`config.mk`:
```
export PLATFORM = sky130hd
export DESIGN_NAME = mcyc_pwr_ctrl
export DESIGN_NICKNAME = d
export VERILOG_FILES = /design/src/rtl/pmc_pkg.sv /design/src/rtl/pmc_wake_sync.sv /design/src/rtl/pmc_phase_seq.sv /design/src/rtl/pmc_mode_fsm.sv /design/src/rtl/mcyc_pwr_ctrl.sv
export SDC_FILE = /design/constraint.sdc
export NUM_CORES = 1
export LEC_CHECK = 0
export BUFFER_PORTS_ARGS = -buffer_cell sky130_fd_sc_hd__buf_2
export CORE_MARGIN = 2
export CORE_UTILIZATION = 50
export CTS_CLUSTER_DIAMETER = 80
export CTS_CLUSTER_SIZE = 12
export DETAILED_ROUTE_END_ITERATION = 6
export PLACE_DENSITY = 0.76
export SKIP_CTS_REPAIR_TIMING = 1
export SYNTH_ARGS = -nofsm -noshare
export SYNTH_HDL_FRONTEND = slang
export SYNTH_SLANG_ARGS = --single-unit
```
`constraint.sdc`:
```
create_clock -name osc_clk -period 1.7 [get_ports osc_clk]
set_input_delay 0.085 -clock osc_clk [delete_from_list [all_inputs] [get_ports osc_clk]]
set_output_delay 0.085 -clock osc_clk [all_outputs]
set_load 0.02 [all_outputs]
```
`src/rtl/pmc_pkg.sv`:
```
package pmc_pkg;

   typedef enum logic [1:0] {
      PM_RUN    = 2'd0,
      PM_IDLE   = 2'd1,
      PM_STOP   = 2'd2,
      PM_SETTLE = 2'd3
   } pm_mode_e;

   function automatic int clog2_min1(input int value);
      int w;
      w = 1;
      while ((1 << w) < value) w++;
      return w;
   endfunction

endpackage

```
`src/rtl/pmc_wake_sync.sv`:
```
module pmc_wake_sync #(
   parameter int NUM_SRC = 3,
   parameter int STAGES  = 2
) (
   input  logic               clk,
   input  logic               rst_n,
   input  logic [NUM_SRC-1:0] async_in,
   output logic [NUM_SRC-1:0] sync_out
);

   if (NUM_SRC < 1) begin : g_bad_src
      $error("pmc_wake_sync: NUM_SRC must be at least 1");
   end
   if (STAGES < 0) begin : g_bad_stages
      $error("pmc_wake_sync: STAGES must not be negative");
   end

   if (STAGES == 0) begin : g_passthru
      assign sync_out = async_in;
   end else begin : g_chain
      logic [NUM_SRC-1:0] stage_q [STAGES];

      always_ff @(posedge clk or negedge rst_n) begin
         if (!rst_n) begin
            for (int i = 0; i < STAGES; i++) stage_q[i] <= '0;
         end else begin
            stage_q[0] <= async_in;
            for (int i = 1; i < STAGES; i++) stage_q[i] <= stage_q[i-1];
         end
      end

      assign sync_out = stage_q[STAGES-1];
   end

endmodule

```
`src/rtl/pmc_phase_seq.sv`:
```
module pmc_phase_seq #(
   parameter int NUM_STATES = 6,
   parameter int SW         = 3
) (
   input  logic          clk,
   input  logic          rst_n,
   input  logic          hold_clr,
   output logic [SW-1:0] state_q,
   output logic          phase_q
);

   localparam logic [SW-1:0] FIRST_ST = SW'(1);
   localparam logic [SW-1:0] LAST_ST  = SW'(NUM_STATES);

   if (NUM_STATES < 2) begin : g_bad_states
      $error("pmc_phase_seq: NUM_STATES must be at least 2");
   end
   if ((1 << SW) <= NUM_STATES) begin : g_bad_width
      $error("pmc_phase_seq: SW too narrow for NUM_STATES");
   end

   always_ff @(posedge clk or negedge rst_n) begin
      if (!rst_n) begin
         state_q <= FIRST_ST;
         phase_q <= 1'b0;
      end else if (hold_clr) begin
         state_q <= FIRST_ST;
         phase_q <= 1'b0;
      end else if (!phase_q) begin
         phase_q <= 1'b1;
      end else begin
         phase_q <= 1'b0;
         state_q <= (state_q == LAST_ST) ? FIRST_ST : state_q + FIRST_ST;
      end
   end

   a_r2_phase_alternates : assert property (@(posedge clk) disable iff (!rst_n)
      !hold_clr |=> (phase_q != $past(phase_q)));

   a_r2_state_wraps : assert property (@(posedge clk) disable iff (!rst_n)
      (!hold_clr && phase_q && state_q == LAST_ST) |=> (state_q == FIRST_ST && !phase_q));

   a_r2_state_steps : assert property (@(posedge clk) disable iff (!rst_n)
      (!hold_clr && phase_q && state_q != LAST_ST) |=> (state_q == $past(state_q) + FIRST_ST));

   a_r2_state_in_ring : assert property (@(posedge clk) disable iff (!rst_n)
      (state_q >= FIRST_ST) && (state_q <= LAST_ST));

endmodule

```
`src/rtl/pmc_mode_fsm.sv`:
```
module pmc_mode_fsm
   import pmc_pkg::*;
#(
   parameter int SETTLE_CYCLES = 16
) (
   input  logic     clk,
   input  logic     rst_n,
   input  logic     req_idle,
   input  logic     req_stop,
   input  logic     wake,
   output pm_mode_e mode_q,
   output pm_mode_e mode_nxt
);

   localparam int CW = clog2_min1(SETTLE_CYCLES);
   localparam logic [CW-1:0] CNT_LAST = CW'(SETTLE_CYCLES - 1);

   if (SETTLE_CYCLES < 1) begin : g_bad_settle
      $error("pmc_mode_fsm: SETTLE_CYCLES must be at least 1");
   end

   logic [CW-1:0] settle_cnt_q;
   logic [CW-1:0] settle_cnt_nxt;

   always_comb begin
      mode_nxt       = mode_q;
      settle_cnt_nxt = settle_cnt_q;
      unique case (mode_q)
         PM_RUN: begin
            if (req_stop)      mode_nxt = PM_STOP;   // stop wins when both set
            else if (req_idle) mode_nxt = PM_IDLE;
         end
         PM_IDLE: begin
            if (wake) mode_nxt = PM_RUN;
         end
         PM_STOP: begin
            if (wake) begin
               mode_nxt       = PM_SETTLE;
               settle_cnt_nxt = '0;
            end
         end
         PM_SETTLE: begin
            if (settle_cnt_q == CNT_LAST) mode_nxt = PM_RUN;
            else settle_cnt_nxt = settle_cnt_q + CW'(1);
         end
         default: mode_nxt = PM_RUN;
      endcase
   end

   always_ff @(posedge clk or negedge rst_n) begin
      if (!rst_n) begin
         mode_q       <= PM_RUN;
         settle_cnt_q <= '0;
      end else begin
         mode_q       <= mode_nxt;
         settle_cnt_q <= settle_cnt_nxt;
      end
   end

   a_r6_stop_priority : assert property (@(posedge clk) disable iff (!rst_n)
      (mode_q == PM_RUN && req_stop) |=> (mode_q == PM_STOP));

   a_r4_idle_entry : assert property (@(posedge clk) disable iff (!rst_n)
      (mode_q == PM_RUN && req_idle && !req_stop) |=> (mode_q == PM_IDLE));

   a_r7_idle_exit : assert property (@(posedge clk) disable iff (!rst_n)
      (mode_q == PM_IDLE && wake) |=> (mode_q == PM_RUN));

   a_r9_idle_holds : assert property (@(posedge clk) disable iff (!rst_n)
      (mode_q == PM_IDLE && !wake) |=> (mode_q == PM_IDLE));

   a_r9_stop_holds : assert property (@(posedge clk) disable iff (!rst_n)
      (mode_q == PM_STOP && !wake) |=> (mode_q == PM_STOP));

   a_r8_settle_window : assert property (@(posedge clk) disable iff (!rst_n)
      (mode_q == PM_SETTLE && settle_cnt_q != CNT_LAST) |=> (mode_q == PM_SETTLE));

   a_r8_settle_ends : assert property (@(posedge clk) disable iff (!rst_n)
      (mode_q == PM_SETTLE && settle_cnt_q == CNT_LAST) |=> (mode_q == PM_RUN));

endmodule

```
`src/rtl/mcyc_pwr_ctrl.sv`:
```
module mcyc_pwr_ctrl
   import pmc_pkg::*;
#(
   parameter  int NUM_STATES    = 6,
   parameter  int SETTLE_CYCLES = 16,
   parameter  int SYNC_STAGES   = 2,
   localparam int SW            = clog2_min1(NUM_STATES + 1)
) (
   input  logic          osc_clk,
   input  logic          rst_n,
   input  logic          req_idle,
   input  logic          req_stop,
   input  logic          ext_int0,
   input  logic          ext_int1,
   input  logic          rtc_int,
   output logic [SW-1:0] state_num,
   output logic          ph1,
   output logic          ph2,
   output logic          cyc_stb,
   output logic          cpu_clk_en,
   output logic          per_clk_en,
   output logic          osc_run,
   output logic          idle_bit,
   output logic          stop_bit
);

   localparam int NUM_WAKE = 3;
   localparam logic [SW-1:0] LAST_ST = SW'(NUM_STATES);

   logic [NUM_WAKE-1:0] wake_raw;
   logic [NUM_WAKE-1:0] wake_sync;
   logic                wake_any;
   pm_mode_e            mode_q;
   pm_mode_e            mode_nxt;
   logic                seq_hold;
   logic                phase_q;

   assign wake_raw = {rtc_int, ext_int1, ext_int0};
   assign wake_any = |wake_sync;

   pmc_wake_sync #(
      .NUM_SRC (NUM_WAKE),
      .STAGES  (SYNC_STAGES)
   ) u_sync (
      .clk      (osc_clk),
      .rst_n    (rst_n),
      .async_in (wake_raw),
      .sync_out (wake_sync)
   );

   pmc_mode_fsm #(
      .SETTLE_CYCLES (SETTLE_CYCLES)
   ) u_fsm (
      .clk      (osc_clk),
      .rst_n    (rst_n),
      .req_idle (req_idle),
      .req_stop (req_stop),
      .wake     (wake_any),
      .mode_q   (mode_q),
      .mode_nxt (mode_nxt)
   );

   // Park the sequencer from the stop-entry edge up to and including the
   // edge that leaves settling, so execution resumes at state 1, phase 1.
   assign seq_hold = (mode_nxt == PM_STOP) || (mode_nxt == PM_SETTLE) ||
                     (mode_q == PM_SETTLE);

   pmc_phase_seq #(
      .NUM_STATES (NUM_STATES),
      .SW         (SW)
   ) u_seq (
      .clk      (osc_clk),
      .rst_n    (rst_n),
      .hold_clr (seq_hold),
      .state_q  (state_num),
      .phase_q  (phase_q)
   );

   assign ph1        = !phase_q;
   assign ph2        = phase_q;
   assign cpu_clk_en = (mode_q == PM_RUN);
   assign per_clk_en = (mode_q != PM_STOP);
   assign osc_run    = (mode_q != PM_STOP);
   assign idle_bit   = (mode_q == PM_IDLE);
   assign stop_bit   = (mode_q == PM_STOP);
   assign cyc_stb    = cpu_clk_en && phase_q && (state_num == LAST_ST);

   a_r3_strobe_single : assert property (@(posedge osc_clk) disable iff (!rst_n)
      cyc_stb |=> !cyc_stb);

   a_r8_resume_at_start : assert property (@(posedge osc_clk) disable iff (!rst_n)
      ($rose(cpu_clk_en) && $past(mode_q == PM_SETTLE)) |-> (state_num == SW'(1) && ph1));

   a_r5_stop_frozen : assert property (@(posedge osc_clk) disable iff (!rst_n)
      (stop_bit && $past(stop_bit)) |-> ($stable(state_num) && $stable(ph1)));

   a_r4_idle_keeps_periph : assert property (@(posedge osc_clk) disable iff (!rst_n)
      idle_bit |-> (per_clk_en && osc_run && !cpu_clk_en));

endmodule

```
-- Word level (Yosys, flattened, before mapping)
Index checks and enable logic that the tools add are counted.
- latch bits: 0
- flip-flop bits (word level): 16
- word-level logic and storage cells: 42
- input bits: 7
- output and inout bits: 11
- RAM bits: 0
- ROM bits: 0
- memories kept: 0
- shift operators: 0
- reductions and logical operators: 10
- $lt $le $gt $ge: 0
- bitwise operators: 0
- mux-type cells: 14
- div/mod/pow operators: 0
- add/sub/neg operators: 2
- eq/ne operators: 10
- $mul: 0
- operator list (cell ; number):
    $mux 2 ; 5
    $mux 3 ; 3
    $eq 2x2->1 const B ; 4
    $mux 4 ; 2
    $pmux 2 s4 ; 1
    $pmux 4 s2 ; 1
    $add 4x1->4 const B ; 1
    $eq 4x4->1 const B ; 1
    $ne 2x2->1 const B ; 2
    $reduce_bool 2->1 ; 2
    $add 3x1->3 const B ; 1
    $eq 3x3->1 const B ; 1
    $reduce_and 3->1 ; 1
    $reduce_or 3->1 ; 1
    $eq 2x1->1 const B ; 1
    $logic_and 1x1->1 ; 2
    $logic_not 2->1 ; 1
    $logic_or 1x1->1 ; 2
    $mux 1 ; 2
    $ne 2x1->1 const B ; 1
    $logic_not 1->1 ; 1

-- Longest topological paths before layout
Gate-level depths: netlist of run 1.
- word-level depth: 7
- depth in mapped cells: 4
- gate-level depth less buffers: 4

-- By module
A second synthesis of run 1 with hierarchy kept.
- cells, all modules: 68
- area total of the unflattened synthesis: 733.2 um^2
- by module, submodules not included (module ; instances ; sequential area each (um^2) ; area an instance (um^2) ; cells each):
    pmc_mode_fsm ; 1 ; 150.1 ; 329.1 ; 36
    pmc_phase_seq ; 1 ; 101.3 ; 172.7 ; 13
    pmc_wake_sync ; 1 ; 150.1 ; 172.7 ; 9
    mcyc_pwr_ctrl ; 1 ; 0.0 ; 58.8 ; 10

-- Worst setup path after synthesis of run 1
No wires, ideal clock.
- kind: register -> output
- start point: register u_fsm.mode_q[0]
- end point: output port cyc_stb
- data required time: 1.615 ns
- path slack: 0.213 ns
- arrival time: 1.402 ns
- buffers on the path: 1
- cell stages (with the launch flop): 4
- cell sequence: dfrtp_1 -> buf_4 -> nor2_1 -> nor4b_2
- longest elaborated chain between the ends: 3
- ends and longest elaborated chain (element ; RTL line ; text):
    start, declared ; pmc_mode_fsm.sv:11 ; output pm_mode_e mode_q,
    start signal, assigned ; pmc_mode_fsm.sv:55 ; mode_q <= mode_nxt;
    $logic_not 2->1 ; mcyc_pwr_ctrl.sv:81 ; assign cpu_clk_en = (mode_q == PM_RUN);
    named net cpu_clk_en ; mcyc_pwr_ctrl.sv:20 ; output logic cpu_clk_en,
    $logic_and 1x1->1 (2 in series) ; mcyc_pwr_ctrl.sv:86 ; assign cyc_stb = cpu_clk_en && phase_q && (state_num == LAST_ST);
    end, declared ; mcyc_pwr_ctrl.sv:19 ; output logic cyc_stb,
The timed path passes the listed nets, and every way through them passes these cells.

-- Final worst setup path of run 1
- start point: register u_fsm.mode_q[1]
- end point: output port cyc_stb
- longest elaborated chain between the ends: 3
- ends and longest elaborated chain (element ; RTL line):
    $logic_not 2->1 ; mcyc_pwr_ctrl.sv:81
    $logic_and 1x1->1 (2 in series) ; mcyc_pwr_ctrl.sv:86
Every way passes these cells.

==> results.yml, run 1 <==
layout:
  fin_nets: 99
  fillerInstances: 115
  final_layout_size_suffix_gt1_frac: 0.333
  layout_common_cells: "buf_2, dfrtp_1, nand2_1"
  area_growth_pct: 20.8
  final_util: 0.672
  n_antenna_cell: 0
  final_cells: 105
  layout_commonest_cell: "buf_2"
sta:
  slew_violations: 0
  clock_skew_ns: 0.0104
  finalCritPeriodShare: 0.887
  rsz0062_at_grt: "false"
  setup_viol: 0
  tightest_slew_ns: 0.452
  fin_ws_ns: 0.193
  timing.setup.tns_ns: 0
  max_clock_freq_ghz: 0.663
  min_period_ns: 1.51
  hold_viol_final: 0
  slew_headroom: 0.698
clocking:
  clockBufferDepth: 2
  clk_latency_ns: 0.29
  clk_pin_slew_ns: 0.10
  cts-buffers-inserted: 3
  tritoncts: "built"
  cts_root_buffer: "clkbuf_4"
  cts.sinks: 16
  cts_max_level: 1
route:
  wl_per_cell_um: 13.2
  vias: 570
  drtIter0Drc: 11
  drc: 0
  via_per_inst: 5.43
  firstDrtPassIters: 4
  wirelength_um: 1380
  ant_nets: 0
floorplan:
  rows: 13
  core_sq_um: 1350
  die_area_sq_um: 1830
  pin_count: 18
  die_w_um: 42.8
  initial_utilization: 0.556
  die_h_um: 42.8
setup_path:
  crit_path_end_kind: "primary output"
  critPathKind: "flop to primary output"
  r2r_start: "u_fsm.settle_cnt_q[0]"
  cp.arrival_ns: 1.42
  startpoint: "u_fsm.mode_q[1]"
  start_kind: "flop"
  rr_endpoint: "u_fsm.mode_q[0]"
  worstRegToRegCells: 4
  path_max_fanout: 14
  rrSetupSlack_ns: 0.32
  worstPathRequired_ns: 1.62
  slowest_delay_ns: 0.56
  path_cells: "nor2_1, nor4b_2, buf_2"
  crit_slowest_cell: "dfrtp_1"
worst_hold_path:
  hp-class: "input port to flop"
  hold_path_end: "u_seq.state_q[0]"
  holdPathStages: 3
  hp-start: "req_stop"
global_routing:
  first_global_vias: 496
  grt_overflow: 0
  grt_max_degree: 17
  antenna_found_initial: 0
  grt_pass1_wl_um: 2260
  grt_use_total: 0.169
power:
  leakagePower_nw: 0.415
  peakVddDrop_uv: 826
  power.density_nw_per_um2: 1610
yosys:
  synth.distinct_cells: 34
  syn-num-nets: 77
  ys_top_cells_by_area: "dfrtp_1, nand2_1, dfstp_2, a21oi_1, o32ai_2"
  synthCells: 69
  ys_seq_area_frac: 0.535
  ys_warn_count: 0
  ys_ff_latch: 16
  synth_area_sq_um: 751
  yosysTopAreaCell: "dfrtp_1"
  postSynthAreaPerCell_sq_um: 10.9
  netlist.area_leader.share: 0.500
placement:
  dp_hpwl_um: 981
  dp_cells: 97
  pre_cts_ws_ns: 0.345
  io_buffers: 17
  place.gp.congestion: 0.793
run_status:
  status: "completed"
run:
  maxCapViolCount: 0
how the worst max path moves through the flow:
stage | slack [ns] | end | cells after the start
3_3_place_gp | 0.39 | u_fsm.mode_q[0] | 4
3_5_place_dp | 0.34 | u_fsm.mode_q[0] | 4
5_1_grt | 0.07 | cyc_stb | 3
2_1_floorplan | 0.21 | cyc_stb | 3
6_report | 0.19 | cyc_stb | 3
4_1_cts | 0.18 | cyc_stb | 3
through the flow:
stage                     power, mW  cell area, sq um  hold WS, ns
final                          1.46               907       0.0791
after CTS                      1.47               867       -0.312
after global routing           1.57               907       0.0940
after detailed placement       1.21               831       0.0116
after global placement         1.19               831       0.0124
after floorplan                1.08               751       -0.211
metal layers:
| layer | wire [um] | vias to the layer above | track usage |
|---|---|---|---|
| li1 | - | 284 | - |
| met1 | 648 | 274 | 0.235 |
| met2 | 686 | 10 | 0.239 |
| met3 | 34 | 2 | 0.0383 |
| met4 | 12 | 0 | 0.0938 |
| met5 | 0 | - | 0 |
synthesized netlist by cell type:
master     count
nor3b_1        1
and2_1         1
dfstp_2        1
a2bb2oi_1      1
a22o_1         1
mux2i_1        1
nand4_1        2
ha_1           1
a31oi_1        1
nor4b_2        1
inv_1          3
nand2_1        9
clkbuf_1       1
dfrtp_1       15
xnor2_1        1
inv_2          1
a21oi_2        1
buf_2          1
mux2_4         1
a211oi_1       1
and3_4         1
o41ai_2        1
buf_4          2
nand3_1        1
nor3_2         1
nand4b_1       1
a21oi_1        5
nor2b_1        1
nor2_1         4
o32ai_2        1
a21o_1         1
o21ai_0        2
o21ai_1        2
nand3b_1       1
cells by family (layout without fill, tap and decap cells):
logic type               count (synthesis)  after routing  share of synthesized area
AND/OR/NAND/NOR                         24             24                      0.185
flip-flops                              16             16                      0.535
AO/OA/AOI/OAI                           17             17                      0.167
multiplexers                             2              2                     0.0333
adder cells (fa/ha/maj)                  1              1                     0.0167
buffers and inverters                    8             29                     0.0516
XOR/XNOR                                 1              1                     0.0117
flip-flops by register name, indices dropped and copies added (netlist names):
name and cells:
u_fsm.mode_q 2, u_fsm.settle_cnt_q 4, u_seq.phase_q 1, u_seq.state_q 3, u_sync.g_chain.stage_q 3, u_sync.sync_out 3
critical path, delay by kind of cell (launching register included):
family / cells / cell delay, ns
buffers and inverters: 1 / 0.20
flip-flops: 1 / 0.56
AND/OR/NAND/NOR: 2 / 0.38
cell type report:
type	instances	area [sq um]	share of cell area
clock buffers	4	36.3	0.0400
inverters	4	15.0	0.0166
multi-input cells	45	310	0.342
flip-flops and latches	16	402	0.443
well taps	15	18.8	0.0207
repair buffers	21	125	0.138
report_power, final:
group | switching [mW] | internal, mW
combinational | 0.307 | 0.251
clock | 0.123 | 0.130
sequential | 0.177 | 0.475
Power figures use the tool's default switching activity.
==> inputs of run 2 (changes only) <==
--- a/config.mk
+++ b/config.mk
@@ -5,9 +5,10 @@
 export SDC_FILE = /design/constraint.sdc
 export NUM_CORES = 1
 export LEC_CHECK = 0
+export ABC_AREA = 1
 export BUFFER_PORTS_ARGS = -buffer_cell sky130_fd_sc_hd__buf_2
 export CORE_MARGIN = 2
-export CORE_UTILIZATION = 50
+export CORE_UTILIZATION = 49
 export CTS_CLUSTER_DIAMETER = 80
 export CTS_CLUSTER_SIZE = 12
 export DETAILED_ROUTE_END_ITERATION = 6
==> run 2 against run 1 <==
Net effect: worst hold slack got worse by 0.028 ns; fmax rose by 3.7%; clock skew is 0.0021 ns lower; design area is 3.4% lower; highest routed layer unchanged.
==> results.yml, run 2 <==
placement:
  dp_cells: 108
  pre_cts_ws_ns: 0.496
  placed_cell_area_sq_um: 800
  place.gp.congestion: 0.899
  io_buffers: 17
  dp_hpwl_um: 1020
layout:
  final_util: 0.665
  regArea_sq_um: 402
  layout_common_cells: "buf_2, dfrtp_1, nand2_1"
  area_growth_pct: 24.6
  final_layout_size_suffix_gt1_frac: 0.317
  fillerInstances: 108
  n_antenna_cell: 0
  multi_input_area_sq_um: 251
  final_cells: 116
  layout_commonest_cell: "buf_2"
  fin_area_sq_um: 876
  fin_nets: 110
  largest_register_ffs: 4
  largest_register: "u_fsm.settle_cnt_q"
power:
  peakVddDrop_uv: 995
  power.density_nw_per_um2: 1760
  power_mw: 1.54
  leakagePower_nw: 0.455
global_routing:
  antenna_found_initial: 0
  grt_overflow: 0
  grt_use_total: 0.191
  grt_max_degree: 17
  grt_pass1_wl_um: 2440
  first_global_vias: 576
route:
  via_per_inst: 4.96
  wl_met2_um: 662
  ant_nets: 0
  firstDrtPassIters: 3
  wl_met1_um: 579
  wirelength_um: 1310
  wl_per_cell_um: 11.3
  vias: 575
  route.met3.wl_um: 44
  drtIter0Drc: 5
  highest_layer: "met4"
  drc: 0
yosys:
  synth.distinct_cells: 22
  ys_top_cells_by_area: "dfrtp_1, nand2_1, nor2_1, nand3_1, dfstp_2"
  synth_edf_count: 0
  ys_top_cells_by_count: "dfrtp_1, nand2_1, nor2_1"
  synth_top_family_by_area: "simple AND/OR/NAND/NOR gates"
  netlist.area_leader.share: 0.534
  yosys-mux-area-fraction: 0
  synth_xor_area_frac: 0
  syn-num-nets: 85
  synth.most_common_cell: "dfrtp_1"
  yosys_most_used_dff: "dfrtp_1"
  synth_compound_area_frac: 0.0338
  yosys.area_share.simple: 0.306
  synthArstFlopShare: 1.00
  ys_warn_count: 0
  yosysTopAreaCell: "dfrtp_1"
  ys_seq_area_frac: 0.571
  synth_area_sq_um: 703
  synthCells: 77
  yosys.area_share.adder: 0.0178
  postSynthAreaPerCell_sq_um: 9.13
  ys_ff_latch: 16
sta:
  setup_viol: 0
  fin_ws_ns: 0.247
  rsz0062_at_grt: "false"
  clock_skew_ns: 0.00827
  max_clock_freq_ghz: 0.688
  tightest_slew_ns: 0.345
  slew_violations: 0
  slew_headroom: 0.770
  holdWs_ns: 0.0513
  hold_viol_final: 0
  min_period_ns: 1.45
  finalCritPeriodShare: 0.855
  timing.setup.tns_ns: 0
floorplan:
  core_sq_um: 1320
  initial_utilization: 0.534
  die_area_sq_um: 1750
  pin_count: 18
  rows: 13
  die_w_um: 41.9
  die_h_um: 41.9
clocking:
  tritoncts: "built"
  cts_max_level: 1
  clk_pin_slew_ns: 0.10
  clk_latency_ns: 0.29
  cts_root_buffer: "clkbuf_4"
  cts-buffers-inserted: 3
  clockBufferDepth: 2
  cts.sinks: 16
setup_path:
  crit_path_end_kind: "primary output"
  path_max_fanout: 5
  critPathKind: "flop to primary output"
  start_kind: "flop"
  worstRegToRegCells: 6
  cp.arrival_ns: 1.37
  worstPathRequired_ns: 1.62
run:
  maxCapViolCount: 0
worst_hold_path:
  hp-class: "input port to flop"
  holdPathStages: 3
run_status:
  status: "completed"
run 2: cell types whose count changed in the layout (fill, tap and decap cells not counted), moves of 3 or more:
cell     previous run  this run
inv_1               3         7
a21oi_1             5         1
nand2_2             0         3
nand2_1             9        13
nor2_1              4        10
nand3_1             1         7
run 2: critical path, stage by stage, from the launching register on:
cell,delay [ns]
dfrtp_1,0.37
inv_1,0.09
or2_1,0.23
nor4_1,0.18
buf_2,0.21
run 2: routing by layer:
metal | global-route usage | vias to the layer above
li1 | - | 294
met1 | 0.227 | 267
met2 | 0.306 | 10
met3 | 0.0522 | 4
met4 | 0.116 | 0
met5 | 0 | -
run 2: cells by family after synthesis:
logic type	count (synthesis)
simple gates	44
flops	16
buf+inv	12
compound gates	4
fa+ha+maj	1
run 2: area by class of cell:
type | count | share of cell area
Sequential cell | 16 | 0.459
Multi-Input combinational cell | 49 | 0.287
Timing Repair Buffer | 21 | 0.143
Inverter | 11 | 0.0486
Clock buffer | 4 | 0.0414
Tap cell | 15 | 0.0214
run 2: path summary, 6_finish.rpt:
check                                                from                     to  slack, ns
worst max-delay path                        u_seq.phase_q                cyc_stb       0.25
worst min-delay path                             req_idle        u_fsm.mode_q[0]       0.05
worst max register to register      u_fsm.settle_cnt_q[0]  u_fsm.settle_cnt_q[0]       0.49
worst min register to register  u_sync.g_chain.stage_q[3]     u_sync.sync_out[0]       0.35
max in group asynchronous                           rst_n       u_seq.state_q[0]       1.18
min in group asynchronous                           rst_n        u_fsm.mode_q[1]       0.23
run 2: power by group:
group / total [mW] / switching [mW] / internal (mW)
clock: 0.249 / 0.119 / 0.130
sequential: 0.601 / 0.113 / 0.487
combinational: 0.693 / 0.450 / 0.243
